--- src/rtl/psr_pkg.sv ---
// Package: shared types for the parallel-load shift register.
// Assumes: nothing beyond plain SystemVerilog.
package psr_pkg;
    // Stage-chain operation chosen for each clk cycle
    typedef enum logic [1:0] {
        OP_HOLD  = 2'd0,
        OP_LOAD  = 2'd1,
        OP_SHIFT = 2'd2
    } psr_op_e;

    // Load wins over shift; shift only on a detected edge
    function automatic psr_op_e psr_pick_op(input logic load_n, input logic fire);
        if (!load_n)
            return OP_LOAD;
        else if (fire)
            return OP_SHIFT;
        else
            return OP_HOLD;
    endfunction
endpackage

--- src/rtl/psr_sync.sv ---
// Module: multi-bit, multi-stage flop synchronizer.
// Assumes: each bit is independent (no bus coherency needed); STAGES >= 1.
module psr_sync #(
    parameter int N      = 2,
    parameter int STAGES = 2
) (
    input  logic         clk,
    input  logic         rst_n,
    input  logic [N-1:0] din,
    output logic [N-1:0] dout
);
    logic [N-1:0] pipe [STAGES];

    genvar s;
    generate
        for (s = 0; s < STAGES; s++) begin : g_stage
            // Purpose: one flop rank of the synchronizer
            always_ff @(posedge clk) begin
                if (!rst_n)
                    pipe[s] <= '0;
                else if (s == 0)
                    pipe[s] <= din;
                else
                    pipe[s] <= pipe[(s == 0) ? 0 : s-1];
            end
        end
    endgenerate

    assign dout = pipe[STAGES-1];
endmodule

--- src/rtl/psr_edge_det.sv ---
// Module: forms the effective shift clock (OR of the two synchronized
// pins) and flags its 0-to-1 transition for one clk cycle.
// Assumes: inputs are already synchronous to clk.
module psr_edge_det (
    input  logic clk,
    input  logic rst_n,
    input  logic pin_a,
    input  logic pin_b,
    output logic fire
);
    logic eff;
    logic eff_q;

    assign eff = pin_a | pin_b;

    // Purpose: remember last cycle's effective clock level
    always_ff @(posedge clk) begin
        if (!rst_n)
            eff_q <= 1'b0;
        else
            eff_q <= eff;
    end

    assign fire = eff & ~eff_q;
endmodule

--- src/rtl/psr_stage_chain.sv ---
// Module: WIDTH-stage register chain that holds, loads in parallel, or
// shifts toward the high index with serial data entering stage 0.
// Assumes: op is decided by the caller each cycle; WIDTH >= 2.
module psr_stage_chain
    import psr_pkg::*;
#(
    parameter int WIDTH = 8
) (
    input  logic             clk,
    input  logic             rst_n,
    input  psr_op_e          op,
    input  logic [WIDTH-1:0] par,
    input  logic             ser,
    output logic [WIDTH-1:0] stages
);
    logic [WIDTH-1:0] shifted;

    genvar i;
    generate
        for (i = 0; i < WIDTH; i++) begin : g_link
            if (i == 0) begin : g_head
                assign shifted[i] = ser;
            end else begin : g_body
                assign shifted[i] = stages[i-1];
            end
        end
    endgenerate

    // Purpose: update all stages according to the selected operation
    always_ff @(posedge clk) begin
        if (!rst_n)
            stages <= '0;
        else begin
            unique case (op)
                OP_LOAD:  stages <= par;
                OP_SHIFT: stages <= shifted;
                default:  stages <= stages;
            endcase
        end
    end
endmodule

--- src/rtl/psr_shift_top.sv ---
// Module: parallel-load shift register with interchangeable clock and
// inhibit pins sampled in the system clock domain.
// Assumes: shift_clk/shift_inh are asynchronous and slower than clk by
// several cycles per phase; load_n and data inputs are synchronous.
module psr_shift_top
    import psr_pkg::*;
#(
    parameter int WIDTH       = 8,
    parameter int SYNC_STAGES = 2
) (
    input  logic             clk,
    input  logic             rst_n,
    input  logic [WIDTH-1:0] par_in,
    input  logic             ser_in,
    input  logic             load_n,
    input  logic             shift_clk,
    input  logic             shift_inh,
    output logic             q_out,
    output logic             q_out_n,
    output logic [WIDTH-1:0] stage_dbg
);
    localparam int NPINS = 2;
    localparam int LAST  = WIDTH - 1;

    logic [NPINS-1:0] pins_raw;
    logic [NPINS-1:0] pins_sync;
    logic             shift_fire;
    psr_op_e          op;
    logic [WIDTH-1:0] stages;

    assign pins_raw = {shift_inh, shift_clk};

    psr_sync #(.N(NPINS), .STAGES(SYNC_STAGES)) u_sync (
        .clk   (clk),
        .rst_n (rst_n),
        .din   (pins_raw),
        .dout  (pins_sync)
    );

    psr_edge_det u_edge (
        .clk   (clk),
        .rst_n (rst_n),
        .pin_a (pins_sync[0]),
        .pin_b (pins_sync[1]),
        .fire  (shift_fire)
    );

    // Purpose: choose hold/load/shift with load taking priority
    always_comb op = psr_pick_op(load_n, shift_fire);

    psr_stage_chain #(.WIDTH(WIDTH)) u_chain (
        .clk    (clk),
        .rst_n  (rst_n),
        .op     (op),
        .par    (par_in),
        .ser    (ser_in),
        .stages (stages)
    );

    assign q_out     = stages[LAST];
    assign q_out_n   = ~stages[LAST];
    assign stage_dbg = stages;
endmodule

--- config.mk ---
export PLATFORM = sky130hd
export DESIGN_NAME = psr_shift_top
export DESIGN_NICKNAME = d
export VERILOG_FILES = /design/src/rtl/psr_pkg.sv /design/src/rtl/psr_sync.sv /design/src/rtl/psr_edge_det.sv /design/src/rtl/psr_stage_chain.sv /design/src/rtl/psr_shift_top.sv
export SDC_FILE = /design/constraint.sdc
export NUM_CORES = 1
export LEC_CHECK = 0
export BUFFER_PORTS_ARGS = -buffer_cell sky130_fd_sc_hd__buf_4
export CAP_MARGIN = 5
export CELL_PAD_IN_SITES_DETAIL_PLACEMENT = 0
export CELL_PAD_IN_SITES_GLOBAL_PLACEMENT = 1
export CORE_MARGIN = 3
export CORE_UTILIZATION = 32
export CTS_BUF_LIST = sky130_fd_sc_hd__clkbuf_8
export CTS_CLUSTER_SIZE = 8
export DETAILED_ROUTE_END_ITERATION = 10
export PLACE_DENSITY_LB_ADDON = 0.1
export SYNTH_ARGS = -nofsm -noshare
export SYNTH_HDL_FRONTEND = slang
export SYNTH_SLANG_ARGS = --single-unit
--- constraint.sdc ---
create_clock -name clk -period 0.98 [get_ports clk]
set_input_delay 0.049 -clock clk [delete_from_list [all_inputs] [get_ports clk]]
set_output_delay 0.049 -clock clk [all_outputs]
set_load 0.1 [all_outputs]
==> flow_summary.yaml, run 1 <==
floorplanning:
  initial_core_util: 0.358
  die_h_um: 45.4
  row_count: 13
  io_pins: 24
  fp.dieW_um: 45.4
  die_area_sq_um: 2060
  coreArea_sq_um: 1380
route:
  drt_pass1_iterations: 4
  drtAntennaViolNets: 0
  wl_mm: 1.10
  post-route-drc-count: 0
  drt_iter0_drc: 5
  via_per_inst: 4.79
  vias: 455
  wl_per_cell_um: 11.6
worst_setup_path:
  cp_max_fo: 4
  reg2reg_slack_ns: 0.09
  worst-endpoint-arrival_ns: 0.91
  cp-end-kind: "primary output"
  cp.required_ns: 0.93
  start_kind: "flop"
  crit_type: "flop to primary output"
yosys:
  ys_types: 13
  synth_area_leaders: "dfxtp_1, nand2_1, a31oi_1, o21ai_0, and2_1"
  syn_inst: 57
  ys_warn_count: 0
  yosys.area.top_type: "dfxtp_1"
  seq_area_frac_synth: 0.525
  syn_area_sq_um: 495
  syn_avg_cell_area_sq_um: 8.69
  ys_ff_latch: 13
  synth_top_area_share: 0.525
  syn_nets: 71
clock_tree:
  cts_setup_buffers: 0
  cts_hold_buf: 0
  post_cts_resized: 0
  path_clk_slew_ns: 0.06
  cts.sinks: 13
  cts_max_path_buffers: 2
  cts_root_buffer: "clkbuf_8"
  htree_levels: 1
  cts_tree: "done"
  numCtsBuffers: 3
  clk_latency_ns: 0.24
final_layout:
  design_area_sq_um: 734
  mostFrequentLayoutCell: "buf_4"
  area_growth_syn_to_layout_pct: 48.2
  drive_above_1_share: 0.488
  finalNonFillerCells: 95
  diodes: 0
  fill_cells: 140
  final_util: 0.531
  layout_common_cells: "buf_4, nand2_1, dfxtp_2, o21ai_0, a31oi_1"
  layout.nets: 95
placement:
  dp.cells: 91
  dp_slack_ns: 0.0119
  gp_congestion: 0.728
  port_buffers: 23
  placed_cell_area_sq_um: 672
timing:
  worst_pin_slew_ns: 0.281
  final-setup-viol-count: 0
  fin_crit_ns: 0.955
  slew_viol_final: 0
  worst_slack_ns: 0.0253
  finalClockSkew_ns: 0.00210
  max_freq_ghz: 1.05
  timing.slew.headroom: 0.814
  fin_crit_sh: 0.974
  hold_viol: 0
  timing.hold.ws_ns: 0.0145
  rsz0062_at_grt: "yes"
  setup_tns_ns: 0
power_and_ir_drop:
  p_sw_uw: 501
  p_clk_frac: 0.322
  swShare: 0.344
  p_total_mw: 1.46
  leakagePower_nw: 0.314
  combPwrFrac: 0.269
  p_per_area_nw_per_um2: 1980
  vdd_ir_drop_max_mv: 0.911
  p_int_uw: 955
  p_seq_frac: 0.409
flow_run:
  drv_cap: 0
global_route:
  grt_start_max_net_pins: 17
  antenna_found_initial: 0
  grt-ovfl-total: 0
  grt_pass1_vias: 419
  grt_pass1_wl_mm: 1.78
  grt_usage: 0.122
outcome:
  status: "finished clean"
worst_hold_path:
  hold_path.class: "input pin to flop"
## per-layer routing
metal  share of wire  GRT usage
met4          0.0073     0.0702
met2            0.44      0.181
met1            0.47      0.155
met3           0.079     0.0359
met5               0          0
## flip-flops by register name, summed over array words and instances, names as in the netlist
| signal | count |
|---|---|
| u_sync.pipe | 4 |
| u_edge.eff_q | 1 |
| u_chain.stages | 8 |
## critical path, cell delays in order, from the launching register on
cell and delay, ns:
dfxtp_4 0.35, inv_1 0.05, buf_4 0.27
## power groups by stage
| stage | sequential [mW] | combinational, mW | clock, mW |
|---|---|---|---|
| floorplan | 0.780 | 0.120 | 0 |
| global placement | 0.603 | 0.389 | 0 |
| detailed placement | 0.603 | 0.390 | 0 |
| CTS | 0.592 | 0.390 | 0.483 |
| global route | 0.600 | 0.413 | 0.501 |
| finish | 0.595 | 0.392 | 0.469 |
## logic make-up (layout without fill, tap and decap cells)
logic type	count (synthesis)	in the layout	share of synthesized area
AOI/OAI and AO/OA	19	19	0.240
buffers and inverters	5	28	0.0631
and+or+nand+nor	20	20	0.172
DFF	13	13	0.525
## cell usage after synthesis
cell	number
a31oi_1	8
and2_1	4
buf_2	1
buf_4	1
buf_6	1
clkbuf_1	1
dfxtp_1	13
inv_1	1
nand2_1	16
o21a_1	1
o21ai_0	8
o21ba_2	1
o21bai_2	1
## cell type report
type,count,area (sq um),share of cell area
Inverter,1,3.75,0.00511
Tap cell,15,18.8,0.0256
Multi-Input combinational cell,39,218,0.296
Sequential cell,13,275,0.375
Timing Repair Buffer,23,173,0.235
Clock inverter,1,5.00,0.00681
Clock buffer,3,41.3,0.0562
## worst paths after layout
kind | from | to | cells after the start
min | shift_clk | u_sync.pipe[0][0] | 2
max reg2reg | u_edge.eff_q | u_chain.stages[2] | 3
min reg2reg | u_sync.pipe[0][1] | u_sync.pipe[1][1] | 1
max | u_chain.stages[7] | q_out_n | 2
(Power assumes the default switching activity.)
==> inputs of run 2 (changes only) <==
--- a/config.mk
+++ b/config.mk
@@ -10,11 +10,12 @@
 export CELL_PAD_IN_SITES_DETAIL_PLACEMENT = 0
 export CELL_PAD_IN_SITES_GLOBAL_PLACEMENT = 1
 export CORE_MARGIN = 3
-export CORE_UTILIZATION = 32
+export CORE_UTILIZATION = 37
 export CTS_BUF_LIST = sky130_fd_sc_hd__clkbuf_8
 export CTS_CLUSTER_SIZE = 8
 export DETAILED_ROUTE_END_ITERATION = 10
 export PLACE_DENSITY_LB_ADDON = 0.1
 export SYNTH_ARGS = -nofsm -noshare
 export SYNTH_HDL_FRONTEND = slang
+export SYNTH_HIERARCHICAL = 1
 export SYNTH_SLANG_ARGS = --single-unit
==> run 2 against run 1 <==
Effect of this change: the flow now finishes with violations (negative setup slack); fmax is 36% lower; clock power hardly changed; largest cell class is now multi-input gates; critical endpoint is now u_chain/stages[6]; wire length is 6.1% higher; largest power group unchanged; first-iteration DRC count is 60% lower; core utilization is 5.2 points higher; area after synthesis is 25% higher; non-clock buffer count is 3 higher; combinational power is 48% higher.
==> flow_summary.yaml, run 2 <==
outcome:
  status: "complete, but fails checks"
  violations: "negative setup slack"
floorplanning:
  coreArea_sq_um: 1540
  die_area_sq_um: 2200
  die_h_um: 47.0
  io_pins: 24
  initial_core_util: 0.403
  fp.dieW_um: 47.0
  row_count: 14
placement:
  placed_cell_area_sq_um: 827
  gp_congestion: 0.673
  dpl.hpwl_um: 838
  dp.cells: 90
  port_buffers: 23
worst_setup_path:
  worst-endpoint-arrival_ns: 1.62
  cp-end-kind: "flop"
  reg2reg_slack_ns: -0.50
  cp.required_ns: 1.11
  cp_max_fo: 8
  reg2reg_to: "u_chain/stages[6]"
  crit_type: "flop to flop"
  start_kind: "flop"
  reg2reg_depth: 5
  worstReg2RegStart: "u_edge/eff_q"
final_layout:
  finalNonFillerCells: 94
  regMostFlops: "u_chain/stages"
  design_area_sq_um: 900
  reg_top3: "u_chain/stages (8), u_sync/pipe (4), u_edge/eff_q (1)"
  diodes: 0
  area_growth_syn_to_layout_pct: 45.0
  drive_above_1_share: 0.526
  largest_register_ffs: 8
  layout_common_cells: "buf_4, dfxtp_1, mux2_4, or2b_1, o211a_1"
  mostFrequentLayoutCell: "buf_4"
  layout.nets: 94
timing:
  timing.slew.headroom: 0.816
  finalClockSkew_ns: 0.000639
  slew_viol_final: 0
  hold_viol: 0
  fin_crit_sh: 1.51
  fin_crit_ns: 1.48
  worst_slack_ns: -0.503
  rsz0062_at_grt: "yes"
  max_freq_ghz: 0.674
  worst_pin_slew_ns: 0.278
  final-setup-viol-count: 8
route:
  drtAntennaViolNets: 0
  drt_iter0_drc: 2
  post-route-drc-count: 0
  wl_per_cell_um: 12.4
  via_per_inst: 5.00
  drt_pass1_iterations: 4
  wl_mm: 1.17
  vias: 470
clock_tree:
  path_clk_slew_ns: 0.05
  cts_hold_buf: 0
  cts_root_buffer: "clkbuf_8"
  cts.sinks: 13
  cts_tree: "done"
  cts_max_path_buffers: 2
  numCtsBuffers: 3
  htree_levels: 1
  clk_latency_ns: 0.24
yosys:
  ys_types: 13
  ys_warn_count: 6
  syn_inst: 52
  synth_area_leaders: "dfxtp_1, mux2_4, o211a_1, or2b_1, and2_1"
  yosys.area.top_type: "dfxtp_1"
  synth.most_common_cell: "dfxtp_1"
  async_reset_ff_frac: 0
  synth-main-ff-cell: "dfxtp_1"
  seq_area_frac_synth: 0.419
  syn_area_sq_um: 621
  ys_ff_latch: 13
  synth_top_cells_by_count: "dfxtp_1, mux2_4, o211a_1, or2b_1, and2_1"
  synth_top_area_share: 0.419
  syn_avg_cell_area_sq_um: 11.9
  synth_edf_count: 0
  syn_nets: 67
power_and_ir_drop:
  p_per_area_nw_per_um2: 1840
  leakagePower_nw: 0.491
  vdd_ir_drop_max_mv: 1.00
  p_total_mw: 1.65
worst_hold_path:
  whs_path_depth: 2
  min_from: "shift_clk"
  hold_path.class: "input pin to flop"
  min_to: "u_sync/pipe[0][0]"
global_route:
  grt_usage: 0.125
  grt_pass1_vias: 464
  grt_start_max_net_pins: 14
  antenna_found_initial: 0
  grt_pass1_wl_mm: 1.88
  grt-ovfl-total: 0
flow_run:
  drv_cap: 0
run 2: cell families after synthesis:
family          share of synthesized area
flops                               0.419
compound gates                      0.157
mux                                 0.194
fa+ha+maj                          0.0202
buf+inv                            0.0625
simple gates                        0.147
run 2: worst max-delay path by stage:
stage                            startpoint           endpoint  slack (ns)
after floorplan           u_sync/pipe[1][1]  u_chain/stages[1]       -0.48
after global routing           u_edge/eff_q  u_chain/stages[6]       -0.55
after global placement         u_edge/eff_q  u_chain/stages[0]       -0.47
after detailed placement       u_edge/eff_q  u_chain/stages[7]       -0.50
after CTS                      u_edge/eff_q  u_chain/stages[6]       -0.51
final                          u_edge/eff_q  u_chain/stages[6]       -0.50
run 2: through the flow:
step / util / setup WS (ns) / TNS (ns) / hold slack, ns
floorplan: - / -0.479 / -4.00 / 0.166
finish: 0.584 / -0.503 / -3.95 / 0.0145
detailed placement: 0.537 / -0.496 / -3.94 / 0.261
global placement: 0.537 / -0.469 / -3.69 / 0.260
global route: 0.584 / -0.552 / -4.31 / 0.0179
CTS: 0.567 / -0.511 / -4.05 / 0.00489
run 2: what timing repair did:
action	in CTS	in global routing
setup endpoints to repair	8	15
gates cloned	0	0
resized for setup	0	7
buffers inserted	0	0
hold endpoints to repair	0	0
run 2: cell type report:
type                       instances  area [sq um]
fill                             142           642
multi-input combinational         32           337
sequential                        13           264
timing repair buffer              26           221
clock buffer                       3          41.3
tap                               16          20.0
inverter                           3          11.3
clock inverter                     1          5.00
run 2: critical path, cell delays in order, from the launching register on:
cell and delay, ns:
dfxtp_1 0.29, o21ba_1 0.20, and2_4 0.14, ha_4 0.22, mux2_4 0.32, o211a_1 0.20
run 2: metal layers:
layer,share of wire,vias to the layer above,global-route usage
met4,0.011,0,0.0497
li1,-,229,-
met2,0.42,21,0.203
met1,0.47,218,0.137
met3,0.097,2,0.0651
met5,0,-,0
run 2: where the power goes:
part,internal (mW),switching [mW]
sequential,0.572,0.0310
clock,0.281,0.189
combinational,0.211,0.371
==> inputs of run 3 (changes only) <==
--- a/config.mk
+++ b/config.mk
@@ -19,3 +19,4 @@
 export SYNTH_HDL_FRONTEND = slang
 export SYNTH_HIERARCHICAL = 1
 export SYNTH_SLANG_ARGS = --single-unit
+export TNS_END_PERCENT = 20
==> run 3 against run 2 <==
Effect of this change: via count fell by 6.0%; count of clock-buffer cells in the layout did not move; core utilization fell by 2.9 points; clock skew rose by 0.0013 ns; the flow still finishes with violations (negative setup slack); first-iteration DRC count rose to 3.5 times the previous value; critical path depth did not move.
==> flow_summary.yaml, run 3 (synthesized netlist as in run 2, its figures left out) <==
outcome:
  status: "complete, but fails checks"
  violations: "negative setup slack"
worst_setup_path:
  crit_type: "flop to flop"
  reg2reg_to: "u_chain/stages[1]"
  cp_max_fo: 8
  reg2reg_slack_ns: -0.49
  cp-end-kind: "flop"
  reg2reg_depth: 5
  cp.required_ns: 1.11
  worst-endpoint-arrival_ns: 1.59
  worstReg2RegStart: "u_edge/eff_q"
  start_kind: "flop"
power_and_ir_drop:
  p_sw_uw: 572
  leakagePower_nw: 0.473
  p_int_mw: 1.03
  combPwrFrac: 0.343
  swShare: 0.356
  p_seq_frac: 0.374
  p_total_mw: 1.60
  p_per_area_nw_per_um2: 1880
  p_clk_frac: 0.283
  vdd_ir_drop_max_mv: 1.05
clock_tree:
  cts_setup_buffers: 0
  cts_hold_buf: 0
  numCtsBuffers: 3
  cts.sinks: 13
  path_clk_slew_ns: 0.05
  clk_latency_ns: 0.24
  cts_max_path_buffers: 2
  cts_tree: "done"
  htree_levels: 1
  cts_root_buffer: "clkbuf_8"
flow_run:
  drv_cap: 0
timing:
  fin_crit_sh: 1.50
  timing.slew.headroom: 0.815
  fin_crit_ns: 1.47
  rsz0062_at_grt: "yes"
  slew_viol_final: 0
  finalClockSkew_ns: 0.00196
  worst_slack_ns: -0.486
  worst_pin_slew_ns: 0.280
  final-setup-viol-count: 8
  hold_viol: 0
  max_freq_ghz: 0.682
floorplanning:
  fp.dieW_um: 47.0
  io_pins: 24
  row_count: 14
  die_area_sq_um: 2200
  die_h_um: 47.0
  coreArea_sq_um: 1540
  initial_core_util: 0.403
final_layout:
  regMostFlops: "u_chain/stages"
  fill_cells: 150
  area_growth_syn_to_layout_pct: 37.7
  drive_above_1_share: 0.493
  layout_common_cells: "buf_4, dfxtp_1, mux2_4, or2b_1, o211a_1"
  reg_top3: "u_chain/stages (8), u_sync/pipe (4), u_edge/eff_q (1)"
  largest_register_ffs: 8
  layout.nets: 91
  mostFrequentLayoutCell: "buf_4"
  diodes: 0
route:
  drtAntennaViolNets: 0
  vias: 442
  wl_per_cell_um: 11.9
  wl_mm: 1.08
  via_per_inst: 4.86
  drt_iter0_drc: 7
  drt_pass1_iterations: 3
  post-route-drc-count: 0
global_route:
  grt_pass1_vias: 403
  grt-ovfl-total: 0
  grt_start_max_net_pins: 17
  grt_usage: 0.115
  antenna_found_initial: 0
  grt_pass1_wl_mm: 1.79
placement:
  gp_congestion: 0.633
  port_buffers: 23
  dp_slack_ns: -0.483
worst_hold_path:
  min_from: "shift_clk"
  hold_path.class: "input pin to flop"
  whs_path_depth: 2
  min_to: "u_sync/pipe[0][0]"
[run 3: changes by cell type in the layout (fill, tap and decap cells not counted)]
cell and delta:
buf_4 +2, dfxtp_2 +1, inv_1 +1, clkinv_2 -1, buf_6 -5, dfxtp_4 -1
[run 3: how the worst max path moves through the flow]
stage                       from  slack, ns           endpoint  depth (start not counted)
2_1_floorplan  u_sync/pipe[1][1]      -0.48  u_chain/stages[7]                          6
3_3_place_gp        u_edge/eff_q      -0.47  u_chain/stages[1]                          5
3_5_place_dp        u_edge/eff_q      -0.48  u_chain/stages[1]                          5
4_1_cts             u_edge/eff_q      -0.49  u_chain/stages[1]                          5
5_1_grt             u_edge/eff_q      -0.53  u_chain/stages[4]                          5
6_report            u_edge/eff_q      -0.49  u_chain/stages[1]                          5
[run 3: layout make-up]
| type | instances | area (sq um) | share of cell area |
|---|---|---|---|
| well taps | 16 | 20.0 | 0.0234 |
| clock buffers | 3 | 41.3 | 0.0483 |
| flip-flops and latches | 13 | 262 | 0.306 |
| multi-input cells | 32 | 337 | 0.394 |
| repair buffers | 23 | 180 | 0.211 |
| inverters | 3 | 11.3 | 0.0132 |
| clock inverters | 1 | 3.75 | 0.00439 |
[run 3: metrics by stage]
stage	instance area, sq um	hold slack, ns	instances	utilization	setup TNS, ns
2_1_floorplan	643	0.166	52	-	-4.25
3_3_place_gp	802	0.258	87	0.520	-3.68
3_5_place_dp	802	0.261	87	0.520	-3.83
4_1_cts	847	0.0133	91	0.550	-3.90
5_1_grt	855	0.0274	91	0.554	-4.15
6_report	855	0.0164	91	0.554	-3.84
[run 3: per-layer routing]
metal	part of all wire	up-vias	track usage	wire (um)
met5	0	-	0	0
met4	0.0065	0	0.0497	7
met3	0.13	2	0.0536	141
met2	0.39	21	0.165	420
met1	0.47	197	0.147	510
li1	-	222	-	-
[run 3: critical path: stages (launching register included)]
cell	delay [ns]
dfxtp_1	0.29
o21ba_1	0.20
and2_4	0.14
ha_4	0.22
mux2_4	0.31
o211a_1	0.20
[run 3: power groups by stage]
stage	logic (mW)	registers, mW	clock network, mW
2_1_floorplan	0.206	0.836	0
3_3_place_gp	0.548	0.610	0
3_5_place_dp	0.548	0.611	0
4_1_cts	0.549	0.599	0.477
5_1_grt	0.577	0.606	0.512
6_report	0.550	0.600	0.455
[run 3: timing repair]
item | CTS | global route
gates resized for setup | 0 | 2
endpoints found under the hold margin | 0 | 0
endpoints found under the setup margin | 8 | 10
